==> config.mk <==
export PLATFORM = sky130hd
export DESIGN_NAME = serial_word_assembler
export DESIGN_NICKNAME = d
export VERILOG_FILES = /design/src/rtl/serial_word_assembler.sv
export SDC_FILE = /design/constraint.sdc
export NUM_CORES = 1
export LEC_CHECK = 0
export ABC_CLOCK_PERIOD_IN_PS = 11090
export BUFFER_PORTS_ARGS = -buffer_cell sky130_fd_sc_hd__buf_2
export CAP_MARGIN = 20
export CORE_MARGIN = 5
export CORE_UTILIZATION = 65
export DETAILED_ROUTE_END_ITERATION = 8
export GPL_TIMING_DRIVEN = 1
export PLACE_DENSITY = 0.82
export SYNTH_ARGS = -nofsm -noshare
export SYNTH_HDL_FRONTEND = slang
export SYNTH_SLANG_ARGS = --single-unit
==> constraint.sdc <==
create_clock -name clk -period 11.09 [get_ports clk]
set_clock_uncertainty 0.2 [all_clocks]
set_input_delay 0.5545 -clock clk [delete_from_list [all_inputs] [get_ports clk]]
set_output_delay 0.5545 -clock clk [all_outputs]
set_load 0.005 [all_outputs]
==> src/rtl/serial_word_assembler.sv <==
module serial_word_assembler #(
  parameter int NCH       = 6,
  parameter int WORD_W    = 24,
  parameter int BLK_WORDS = 4
) (
  input  logic                   clk,
  input  logic                   rst_n,
  input  logic [NCH-1:0]         bit_valid,
  input  logic [NCH-1:0]         bit_in,
  input  logic                   accept,
  output logic                   out_valid,
  output logic [$clog2(NCH)-1:0] out_chan,
  output logic [WORD_W-1:0]      out_data,
  output logic                   out_mark,
  output logic                   frame_done,
  output logic [NCH-1:0]         overrun
);
  localparam int CW = $clog2(NCH);
  localparam int BW = $clog2(WORD_W);
  localparam int IW = $clog2(BLK_WORDS);
  localparam int KW = $clog2(BLK_WORDS + 1);

  logic [WORD_W-1:0] sh    [NCH];
  logic [BW-1:0]     bcnt  [NCH];
  logic [KW-1:0]     kidx  [NCH];
  logic [WORD_W-1:0] acc   [NCH];
  logic [WORD_W-1:0] stg   [NCH][BLK_WORDS];
  logic [WORD_W-1:0] rel   [NCH][BLK_WORDS];
  logic [NCH-1:0]    rel_full, rel_bad;
  logic [WORD_W-1:0] full_word [NCH];
  logic [NCH-1:0]    slot_free;

  logic [CW-1:0] ptr;
  logic [IW-1:0] widx;
  logic          moved;

  wire take      = out_valid && accept;
  wire take_last = take && (widx == IW'(BLK_WORDS - 1));
  wire advance   = !out_valid || take_last;

  assign out_valid = rel_full[ptr];
  assign out_chan  = ptr;
  assign out_data  = rel[ptr][widx];
  assign out_mark  = rel_bad[ptr];

  always_comb
    for (int c = 0; c < NCH; c++) begin
      full_word[c] = {sh[c][WORD_W-2:0], bit_in[c]};
      slot_free[c] = !rel_full[c] || (take_last && ptr == CW'(c));
    end

  always_ff @(posedge clk or negedge rst_n) begin
    if (!rst_n) begin
      ptr <= '0; widx <= '0; moved <= 1'b0; frame_done <= 1'b0;
      rel_full <= '0; rel_bad <= '0; overrun <= '0;
      for (int c = 0; c < NCH; c++) begin
        sh[c] <= '0; bcnt[c] <= '0; kidx[c] <= '0; acc[c] <= '0;
      end
    end else begin
      frame_done <= 1'b0;
      if (take_last) begin
        widx <= '0;
        rel_full[ptr] <= 1'b0;
      end else if (take) begin
        widx <= widx + 1'b1;
      end
      if (advance) begin
        if (ptr == CW'(NCH - 1)) begin
          ptr        <= '0;
          frame_done <= moved || take;
          moved      <= 1'b0;
        end else begin
          ptr   <= ptr + 1'b1;
          moved <= moved || take;
        end
      end else begin
        moved <= moved || take;
      end
      for (int c = 0; c < NCH; c++) begin
        if (bit_valid[c]) begin
          if (bcnt[c] == BW'(WORD_W - 1)) begin
            bcnt[c] <= '0;
            if (kidx[c] < KW'(BLK_WORDS)) begin
              stg[c][kidx[c][IW-1:0]] <= full_word[c];
              acc[c]  <= acc[c] ^ full_word[c];
              kidx[c] <= kidx[c] + 1'b1;
            end else begin
              kidx[c] <= '0;
              acc[c]  <= '0;
              if (slot_free[c]) begin
                for (int k = 0; k < BLK_WORDS; k++) rel[c][k] <= stg[c][k];
                rel_full[c] <= 1'b1;
                rel_bad[c]  <= |(acc[c] ^ full_word[c]);
              end else begin
                overrun[c] <= 1'b1;
              end
            end
          end else begin
            sh[c]   <= full_word[c];
            bcnt[c] <= bcnt[c] + 1'b1;
          end
        end
      end
    end
  end

  assert_hold_R5: assert property (@(posedge clk) disable iff (!rst_n)
    out_valid && !accept |=> out_valid && $stable(out_data) && $stable(out_chan) && $stable(out_mark));

  assert_block_drain_R6: assert property (@(posedge clk) disable iff (!rst_n)
    take && !take_last |=> out_valid && $stable(out_chan));

  assert_done_after_last_R8: assert property (@(posedge clk) disable iff (!rst_n)
    frame_done |-> $past(ptr) == CW'(NCH - 1));

  assert_done_pulse_R8: assert property (@(posedge clk) disable iff (!rst_n)
    frame_done |=> !frame_done);
endmodule

# Word-level counts from Yosys, hierarchy flattened
# Memory sizes are Yosys's and may differ from the RTL's.
# Cells that the tools add are included.
# Widths: inputs -> output; s select.
# classes
add_sub_neg	14
n_lt_le_gt_ge	21
n_eq_ne	12
n_mux	125
bitwise_logic	33
reduce_logical	74
# op_table
op	n
$mux 96	6
$mux 24	14
$demux 24 s2	6
$reduce_or 24->1	6
$xor 24x24->24	6
$mux 1	79
$bmux 24 s2	1
$reduce_and 4->1	12
$add 5x1->5 const B	6
$eq 5x5->1 const B	6
$mux 5	6
$logic_and 1x1->1	27
$reduce_and 2->1	12
$add 3x1->3 const B	7
$ge 3x3->1 const B	7
$mux 3	7
$not 2->3	7
$lt 3x1->1 const B	6
$lt 3x3->1 const B	6
$not 1->1	18
$logic_or 1x1->1	8
$logic_not 1->1	7
$and 6x6->6	1
$bmux 1 s3	2
13 further kinds	16
# totals
regBits	355
ramBits	1152
inputBits	15
output_inout_bits	36
elab_cells	322
mem_count	2
# mem_list
name	words	width	rd	rd_ports_with_merged_regs	wr	line_no	text
rel	6	96	1	0	6	28	logic [WORD_W-1:0] rel [NCH][BLK_WORDS];
stg	6	96	6	0	6	27	logic [WORD_W-1:0] stg [NCH][BLK_WORDS];

# Longest topological paths before layout
# Gate-level depths: netlist of the first run.
# depth
ltp_word	12
mapped_depth	9
ltp_nobuf	6

# Least setup slack after synthesis of the first run
# Ideal clock, no wire load.
# synth_timing
path_type	register to register
start	register ptr[0] (netlist: out_chan[0])
end	memory rel[1][0] (netlist bit) (enable)
setup_time_ns	0.552
arrival_time_ns	5.402
t_required_ns	10.338
setup_slack_ns	4.936
stages_incl_launch_ff	8
n_path_buf	2
synth_period_minus_slack_ns	6.154
path_cell_list	dfrtp_1 > buf_2 > buf_4 > and2b_1 > nand2_1 > o21ai_0 > nand3_1 > nor2_1
# synth_lines
element	line_no	text
start: declaration	33	logic [CW-1:0] ptr;
start signal: assignment	73	ptr <= ptr + 1'b1;
end: declaration	28	

# Worst setup path in the final report of the first run
# layout_timing
start	register ptr[0] (netlist: out_chan[0])
end	output out_data[19]
# layout_between
elab_chain_len	4
# layout_lines
element	line_no	text
$mem_v2 6x96	-	
$bmux 24 s2	43	assign out_data = rel[ptr][widx];
$mux 24 (implied by the code) (2 in series)	43	
end: declaration	13	output logic [WORD_W-1:0] out_data,
# No other way between the ends. The select of a mux whose other input is x is not followed.

==> results of run 1 <==
-- cells in the mapped netlist (all sizes together) (3+ instances only) --
cell type	number	area share [%]
and2	3	0.033
nor4	18	0.20
nand4	36	0.40
nand3b	9	0.12
a21oi	145	1.3
ha	32	0.71
edfxtp	1152	61
mux2i	35	0.62
and3	24	0.27
o21bai	5	0.067
mux2	88	1.8
nand3	9	0.080
dfrtp	355	16
clkbuf	101	0.67
xor2	39	0.61
nor2	26	0.17
nand2	313	2.1
o31ai	3	0.049
xnor2	102	1.6
mux4	145	5.8
buf	32	0.29
nor2b	48	0.53
or2	7	0.078
a221o	24	0.43
inv	141	0.94
nand2b	12	0.13
nor3	150	1.3
o21ai	288	2.6
-- where the power goes --
part	switching (W)	internal, W
combinational	0.00127	0.00105
clock	0.00213	0.00298
sequential	0.000687	0.00648
total	0.00408	0.0105
-- through the flow --
stage | instances | util, % | hold slack [ns] | worst slack [ns]
after floorplan | 3353 | - | 0.05891 | 4.936
after global placement | 4479 | 67.19 | 0.2003 | 6.362
after detailed placement | 4479 | 67.19 | 0.2045 | 6.066
after CTS | 4759 | 73.02 | 0.05946 | 6.019
after global routing | 4766 | 73.24 | 0.1053 | 5.704
final | 4768 | 73.25 | 0.1036 | 6.103
-- how the worst max path moves through the flow --
| stage | startpoint | endpoint | slack [ns] | depth (start not counted) |
|---|---|---|---|---|
| 5_1_grt | out_chan[0] | rel[5][63] | 5.70 | 7 |
| 6_report | out_chan[0] | out_data[19] | 6.10 | 5 |
| 3_5_place_dp | out_chan[0] | rel[5][88] | 6.07 | 7 |
| 3_3_place_gp | out_chan[0] | rel[5][63] | 6.36 | 7 |
| 2_1_floorplan | out_chan[0] | rel[1][0] | 4.94 | 7 |
| 4_1_cts | out_chan[0] | rel[5][88] | 6.02 | 7 |
-- final cells by class --
cell class / count / area, sq um
Antenna cell: 2 / 5.005
Timing Repair Buffer: 124 / 1001
Inverter: 141 / 529.3
Sequential cell: 1507 / 43490
Clock inverter: 75 / 912.1
Multi-Input combinational cell: 1572 / 11960
Tap cell: 1155 / 1445
Fill cell: 4673 / 23130
Clock buffer: 192 / 4004
-- worst max-delay path: stages, from the launching register on --
cell,delay [ns]
sky130_fd_sc_hd__dfrtp_4,0.90
sky130_fd_sc_hd__buf_12,0.64
sky130_fd_sc_hd__mux4_2,0.62
sky130_fd_sc_hd__mux2_2,0.35
sky130_fd_sc_hd__a221o_1,0.46
sky130_fd_sc_hd__buf_2,0.17
-- flip-flops by register name, summed over array words and instances (netlist names) --
name        count
widx            2
full_word     138
acc           144
stg           576
rel_full        6
rel           576
kidx           18
rel_bad         6
out_chan        3
overrun         6
moved           1
bcnt           30
frame_done      1
-- metal layers --
metal	vias up	part of all wire, %	wire (microns)
li1	12852	-	-
met1	15999	34	49430
met2	2366	49	69820
met3	478	11	16430
met4	4	5.4	7749
met5	-	0.016	23
-- kinds of logic after synthesis --
group           Yosys count
compound gates          472
xor+xnor                141
fa+ha+maj                32
buf+inv                 274
flops                  1507
mux                     268
simple gates            659
-- what timing repair did --
action                    in CTS  in global routing
setup buffers                  0                  0
hold buffers                  13                  0
hold endpoints to repair     119                  0
==> summary.md, run 1 <==
| Metric | Value |
|---|---|
| Post-synthesis share of cell area spent on and, or, nand and nor gates | `under 10%` |
| Global-route track usage on met1 | `41.27%` |
| Count of pins over their slew limit | `0` |
| Synth warn | `0` |
| Total of max-cap violations | `0` |
| Required time worst endpoint | `slightly above 10 ns` |
| Gr ovfl total | `0` |
| Shortest period the worst path allows | `around 5 ns` |
| Arrival @ worst endpoint | `between 4 and 5 ns` |
| Number of cell instances on the worst register-to-register path | `7` |
| Total nets after synthesis | `approximately 3.4k` |
| Synth async-reset ratio | `around a quarter` |
| Number of iterations in the first detailed-routing pass | `6` |
| Beginning of the worst hold path | `accept` |
| PortBufs | `50` |
| Final non-filler cell area | `63350 sq um` |
| Total negative slack for setup checks | `0 ns` |
| Adder-cell area share of the yosys netlist | `less than 1%` |
| Max clock buf depth | `3` |
| Num CTS Buffers | `143` |
| Max Fclk | `roughly 200 MHz` |
| Max IR drop VDD | `roughly 0.27 mV` |
| Worst Max-Slew Pin Slew | `1.275 ns` |
| Vias in the first global route | `32.50k` |
| Skew-Pair Late Insertion Delay | `approximately 0.75 ns` |
| TritonCTS clock tree | `yes` |
| Largest family of logic cells by synthesized area | `multiplexers` |
| Relative slew slack | `15.03%` |
| Total of flip-flops plus latches after synthesis | `between 1.5k and 2k` |
| Final RePlAce weighted congestion | `0.8757` |
| Distinct cell type count after synthesis | `between 40 and 50` |
| Biggest fanout along the worst timing path | `125` |
| Final Total Pwr | `~0.015 W` |
| NumNets Final | `around 3.5k` |
| Class of the tightest hold or removal check | `in2reg` |
| Pwr Density | `230.5 nW/um^2` |
| Most common flop cell mapped by yosys | `sky130_fd_sc_hd__edfxtp_1` |
| Xor-xnor portion of the synthesized cell area | `2.189%` |
| Part of the Yosys area used for sequential elements | `approximately 77%` |
| Share of layout cells above drive strength 1 | `approximately 16%` |
| Final wirelength | `143500 microns` |
| Detailed placer's ending HPWL | `approximately 80000 microns` |
| Avg Inst Size Synth | `16.82 sq um` |
| Launching point of the worst reg2reg path | `out_chan[0]` |
| Unrepaired setup endpoints after global routing | `no` |
| Area of the die | `about 93000 sq um` |
| Gate count after technology mapping | `3353` |
| Routing usage on met2 | `49.99%` |
| Leakage | `around 22 nW` |
| Routed WL per cell | `30.09 microns` |
| Layout Area Growth over Synthesis | `12.30%` |
| Leading cell type in the layout, fill and taps excluded | `sky130_fd_sc_hd__edfxtp_1` |
| Remaining number of nets flagged by the antenna check after routing | `0` |
| Top library cells by usage in the layout, fill and taps aside | `sky130_fd_sc_hd__edfxtp_1 (1152), sky130_fd_sc_hd__dfrtp_1 (350), sky130_fd_sc_hd__nand2_1 (313), sky130_fd_sc_hd__o21ai_0 (272), sky130_fd_sc_hd__clkbuf_16 (152)` |
| Starting utilization of the core area | `about two thirds` |
| Category of the most critical setup path | `reg2out` |
| Cell count of the worst hold path | `4` |
| Startpoint kind of the worst setup timing path | `register` |
| Fin crit share | `between 40 and 50%` |
| Detailed-route vias per instance | `between 6 and 7` |
| Number of remaining DRC errors | `0` |
| Critical register-to-register path endpoint | `rel[5][40]` |
| Core outline area | `just under 90000 sq um` |
| DRT iter0 DRCs | `around 5k` |
| R2R Setup Slk | `just over 6 ns` |
| Total global routing track utilization | `between 30% and 40%` |
| Post-placement cell area | `around 58000 sq um` |
| Hold Fails Final Rpt | `0` |
| Clock H-tree levels | `4` |
| GR Layer Usage met3 | `under 10%` |
| Clock root buffer | `sky130_fd_sc_hd__clkbuf_16` |
| Total number of vias | `~32k` |
| Complex-gate fraction of the synthesized area | `approximately 4.5%` |
| IO Pins | `51` |
| Cell area after synthesis | `approximately 56000 sq um` |
| Die Wd | `roughly 300 microns` |
| Clk slew on worst S/H paths | `~0.07 ns` |
| Wire length of the first global-routing pass | `about 210000 microns` |
| Element type at the critical path end | `output pin` |
| Initial antenna violation count | `7` |
| Sinks on the clock net | `approximately 1.5k` |
| Number of setup violations in the final report | `0` |
| Die span in y | `a little over 300 microns` |
| Number of core rows | `108` |
| Largest net degree at the start of global routing | `126` |
| Multiplexer share of the synthesized area | `8.167%` |
| Hold EP | `rel_full[4]` |
| Number of flops mapped to enable cells by yosys | `about 1.2k` |
| Run status | `finished, final reports clean` |
| Number of gates given a new drive strength after cts | `0` |
| Layer with the highest usage | `met2` |
(Power assumes the default switching activity.)
==> inputs of run 2 (changes only) <==
- ABC_AREA: not set -> 1
- ABC_CLOCK_PERIOD_IN_PS: 11090 -> 4100
- CORE_UTILIZATION: 65 -> 56
- PLACE_DENSITY: 0.82 -> 0.75
- clock period: 11.09 -> 4.1 ns (I/O delays scaled with it)
==> run 2 against run 1 <==
Net effect:
- setup slack got worse by 5.9 ns
- power increased to 3.0 times the previous value
- synthesized area decreased by 2.2%
- largest cell class unchanged
==> summary.md, run 2 <==
| Metric | Value |
|---|---|
| Most frequent cells after synthesis | `sky130_fd_sc_hd__edfxtp_1 (1152), sky130_fd_sc_hd__nand2_1 (750), sky130_fd_sc_hd__dfrtp_1 (355), sky130_fd_sc_hd__o21ai_0 (292), sky130_fd_sc_hd__nor2_1 (228)` |
| Unrepaired setup endpoints after global routing | `no` |
| Required time worst endpoint | `3.69 ns (-6.65 ns)` |
| Total nets after synthesis | `3811 (+12%)` |
| Core outline area | `98130 sq um (+13%)` |
| Clock H-tree levels | `4 (unchanged)` |
| Max IR drop VDD | `0.5723 mV (+110%)` |
| Die span in y | `323.9 microns (+6.4%)` |
| Clock network fraction of total power | `29.8% (-5.2 points)` |
| Biggest fanout along the worst timing path | `99 (-21%)` |
| Count of pins over their slew limit | `0 (unchanged)` |
| Final Worst Setup Slack | `0.1952 ns (-5.908 ns)` |
| Relative slew slack | `30.21% (+15 points)` |
| Gr ovfl total | `0 (unchanged)` |
| Top library cells by usage in the layout, fill and taps aside | `sky130_fd_sc_hd__edfxtp_1 (1152), sky130_fd_sc_hd__nand2_1 (750), sky130_fd_sc_hd__dfrtp_1 (352), sky130_fd_sc_hd__o21ai_0 (292), sky130_fd_sc_hd__nor2_1 (198)` |
| Clk slew on worst S/H paths | `0.06 ns (about the same)` |
| Share of power burned in registers | `48.2% (-0.9 points)` |
| Top cell family by delay on the critical path | `simple AND/OR/NAND/NOR gates` |
| Final wirelength | `143400 microns (about the same)` |
| Starting utilization of the core area | `56.24% (-9.0 points)` |
| Remaining number of nets flagged by the antenna check after routing | `0 (unchanged)` |
| Share of layout cells above drive strength 1 | `10.87% (-5.2 points)` |
| Detailed-route vias per instance | `5.932 (-11%)` |
| Largest net degree at the start of global routing | `100 (-21%)` |
| Total number of vias | `31.45k (-0.78%)` |
| Detailed placer's ending HPWL | `95720 microns (+19%)` |
| GR Layer Usage met3 | `6.969% (-0.43 points)` |
| Max clock buf depth | `3 (unchanged)` |
| Number of fill cells in the layout | `6804 (+46%)` |
| Fraction of power spent switching nets | `34.17% (+6.2 points)` |
| Layout Area Growth over Synthesis | `12.48%` |
| Final core utilization | `63.26% (-10 points)` |
| Ranking of synthesized cells by area | `sky130_fd_sc_hd__edfxtp_1 (63%), sky130_fd_sc_hd__dfrtp_1 (16%), sky130_fd_sc_hd__nand2_1 (5.1%)` |
| Synth warn | `0 (unchanged)` |
| DRT iter0 DRCs | `5088 (+1.6%)` |
| Skew-Pair Late Insertion Delay | `0.76 ns (about the same)` |
| Cell with the most instances after synthesis | `sky130_fd_sc_hd__edfxtp_1` |
| Leading cell type in the layout, fill and taps excluded | `sky130_fd_sc_hd__edfxtp_1` |
| Run status | `finished, final reports clean` |
| Routing usage on met2 | `40.12% (-9.9 points)` |
| Xor-xnor portion of the synthesized cell area | `2.396% (+0.21 points)` |
| Critical Path, Cell by Cell | `buf_4 > nor2_4 > buf_12 > nand2_1 > nand4_1 > nand2_1 > o21ai_0 > o211ai_1 > nand2_1 > buf_2` |
| Initial antenna violation count | `13 (+6)` |
| Complex-gate fraction of the synthesized area | `5.765% (+1.3 points)` |
| Distinct cell type count after synthesis | `42 (unchanged)` |
| Global-route track usage on met1 | `38.99% (-2.3 points)` |
| Portion of synthesized cell area occupied by the leading cell type | `62.68% (+1.4 points)` |
| Shortest period the worst path allows | `around 4 ns` |
| Clock root buffer | `sky130_fd_sc_hd__clkbuf_16` |
| Number of remaining DRC errors | `0 (unchanged)` |
| Largest family of logic cells by synthesized area | `simple AND/OR/NAND/NOR gates` |
| Part of the Yosys area used for sequential elements | `78.78% (+1.7 points)` |
| Startpoint kind of the worst setup timing path | `register` |
| Class of the tightest hold or removal check | `in2async` |
| Routed WL per cell | `27.05 microns (-10%)` |
| Internal power component | `0.02911 W (+180%)` |
| Multiplexer share of the synthesized area | `1.093% (-7.1 points)` |
| Total negative slack for setup checks | `0 ns (unchanged)` |
| Arrival @ worst endpoint | `3.50 ns (-0.73 ns)` |
| NumNets Final | `3937 (+11%)` |
| Sinks on the clock net | `1507 (unchanged)` |
| Leakage | `22.31 nW (+0.31%)` |
| Adder-cell area share of the yosys netlist | `0.7255% (+0.016 points)` |
| PortBufs | `50 (unchanged)` |
| Number of gates given a new drive strength after cts | `0 (unchanged)` |
| Total of flip-flops plus latches after synthesis | `1507 (unchanged)` |
| Category of the most critical setup path | `reg2out` |
| Slowest library cell on the worst path | `sky130_fd_sc_hd__dfrtp_2` |
| Final Total Pwr | `0.04422 W (+200%)` |
| Post-synthesis share of cell area spent on and, or, nand and nor gates | `8.851% (+3.4 points)` |
| Die Wd | `323.9 microns (+6.4%)` |
| Pwr Density | `712.4 nW/um^2 (+210%)` |
| Launching point of the worst reg2reg path | `out_chan[0]` |
| Vias in the first global route | `30.22k (-7.0%)` |
| Final RePlAce weighted congestion | `0.9695 (+11%)` |
| Number of flops mapped to enable cells by yosys | `1152 (unchanged)` |
| Cell area after synthesis | `55190 sq um (-2.2%)` |
| Fin crit share | `a little over nine tenths` |
| Total of max-cap violations | `0 (unchanged)` |
| Worst Max-Slew Pin Slew | `1.044 ns (-0.2303 ns)` |
| Gate count after technology mapping | `3764 (+12%)` |
| Wire length of the first global-routing pass | `205200 microns (-3.0%)` |
| Element type at the critical path end | `output pin` |
| Combinational Power Share | `22.0% (+6.1 points)` |
| Number of iterations in the first detailed-routing pass | `6 (unchanged)` |
| Hold Fails Final Rpt | `0 (unchanged)` |
| TritonCTS clock tree | `yes` |
| Max Fclk | `between 200 and 300 MHz` |
| Number of setup violations in the final report | `0 (unchanged)` |
| Most numerous cell on the critical path | `sky130_fd_sc_hd__nand2_1` |
| Worst slack at placement | `0.6791 ns (-5.386 ns)` |
| Most common flop cell mapped by yosys | `sky130_fd_sc_hd__edfxtp_1` |
| Avg Inst Size Synth | `14.66 sq um (-13%)` |
| Final-layout worst hold slack | `0.03875 ns (-0.06482 ns)` |
| Net switching power of the design | `0.01511 W (+270%)` |
| Worst path bufs/invs | `3 (+1)` |
| Layer with the highest usage | `met2` |
| Cell type contributing the most total cell area after synthesis | `sky130_fd_sc_hd__edfxtp_1` |
| Total global routing track utilization | `27.60% (-3.5 points)` |
| Delay of the slowest critical-path stage | `0.77 ns (-0.13 ns)` |
| Synth async-reset ratio | `23.56% (unchanged)` |
| CP Launch Point | `out_chan[0]` |
| Area of the die | `104900 sq um (+13%)` |
| Number of core rows | `115 (+6.5%)` |
| Num CTS Buffers | `144 (+0.70%)` |
| IO Pins | `51 (unchanged)` |
-- run 2: cell types whose count changed in the layout (fill, tap and decap cells not counted), moves of 83 or more --
cell and change:
sky130_fd_sc_hd__nand2_1 +437, sky130_fd_sc_hd__nor2_1 +175, sky130_fd_sc_hd__mux4_2 -145, sky130_fd_sc_hd__nor3_1 -142, sky130_fd_sc_hd__o211ai_1 +96, sky130_fd_sc_hd__a21oi_1 -83
-- run 2: worst paths after layout --
path / end / slack [ns] / depth (start not counted)
max: out_data[18] / 0.20 / 10
min: overrun[5] / 0.04 / 3
max reg2reg: rel[0][4] / 0.62 / 9
min reg2reg: rel[2][7] / 0.19 / 0
max in group asynchronous: acc[84] / 1.54 / 5
min in group clk: bcnt[10] / 0.06 / 3
-- run 2: cell families (layout without fill, tap and decap cells) --
| group | after synthesis | count (layout) |
|---|---|---|
| flops | 1507 | 1507 |
| simple gates | 1168 | 1168 |
| compound gates | 541 | 541 |
| buf+inv | 311 | 558 |
| xor+xnor | 151 | 151 |
| mux | 54 | 54 |
| fa+ha+maj | 32 | 32 |
| other cells | 0 | 4 |
-- run 2: cell type report --
| class | count | area [sq um] | area share [%] |
|---|---|---|---|
| sequential | 1507 | 43480 | 70.04 |
| multi-input combinational | 1946 | 10500 | 16.92 |
| clock buffer | 190 | 3826 | 6.164 |
| tap | 1287 | 1610 | 2.594 |
| timing repair buffer | 135 | 1136 | 1.830 |
| clock inverter | 77 | 923.4 | 1.487 |
| inverter | 156 | 588.1 | 0.9473 |
| antenna | 4 | 10.01 | 0.01612 |
-- run 2: power by group through the flow --
| stage | combinational [W] | clock [W] | sequential (W) |
|---|---|---|---|
| 3_3_place_gp | 0.00926 | 0 | 0.0214 |
| 5_1_grt | 0.0105 | 0.0140 | 0.0215 |
| 2_1_floorplan | 0.00618 | 0 | 0.0202 |
| 6_report | 0.00972 | 0.0132 | 0.0213 |
| 4_1_cts | 0.00961 | 0.0133 | 0.0213 |
| 3_5_place_dp | 0.00948 | 0 | 0.0215 |
-- run 2: timing repair --
action                    in CTS  in global routing
hold buffers                  15                  0
hold endpoints to repair     358                  0
buffers inserted               0                  0
-- run 2: per-layer routing --
metal | vias up | part of all wire, % | wire length, microns
met5 | - | 0.0091 | 13
li1 | 13686 | - | -
met2 | 1940 | 44 | 63130
met1 | 15487 | 37 | 53420
met3 | 336 | 13 | 17950
met4 | 2 | 6.2 | 8897
-- run 2: metrics by stage --
step | instance area, sq um | instances
final | 62080 | 5302
after global routing | 62070 | 5298
after CTS | 62070 | 5298
after detailed placement | 57170 | 5016
after global placement | 57170 | 5016
after floorplan | 55230 | 3764
-- run 2: worst register-to-register path, cell delays in order (launching register included) --
cell and delay, ns:
sky130_fd_sc_hd__dfrtp_2 0.64, sky130_fd_sc_hd__buf_4 0.32, sky130_fd_sc_hd__o21ai_0 0.20, sky130_fd_sc_hd__nand3_1 0.14, sky130_fd_sc_hd__nand2_4 0.14, sky130_fd_sc_hd__nand3_2 0.34, sky130_fd_sc_hd__nand2_1 0.18, sky130_fd_sc_hd__nand3_1 0.16
sky130_fd_sc_hd__nor2_4 0.56, sky130_fd_sc_hd__buf_12 0.29
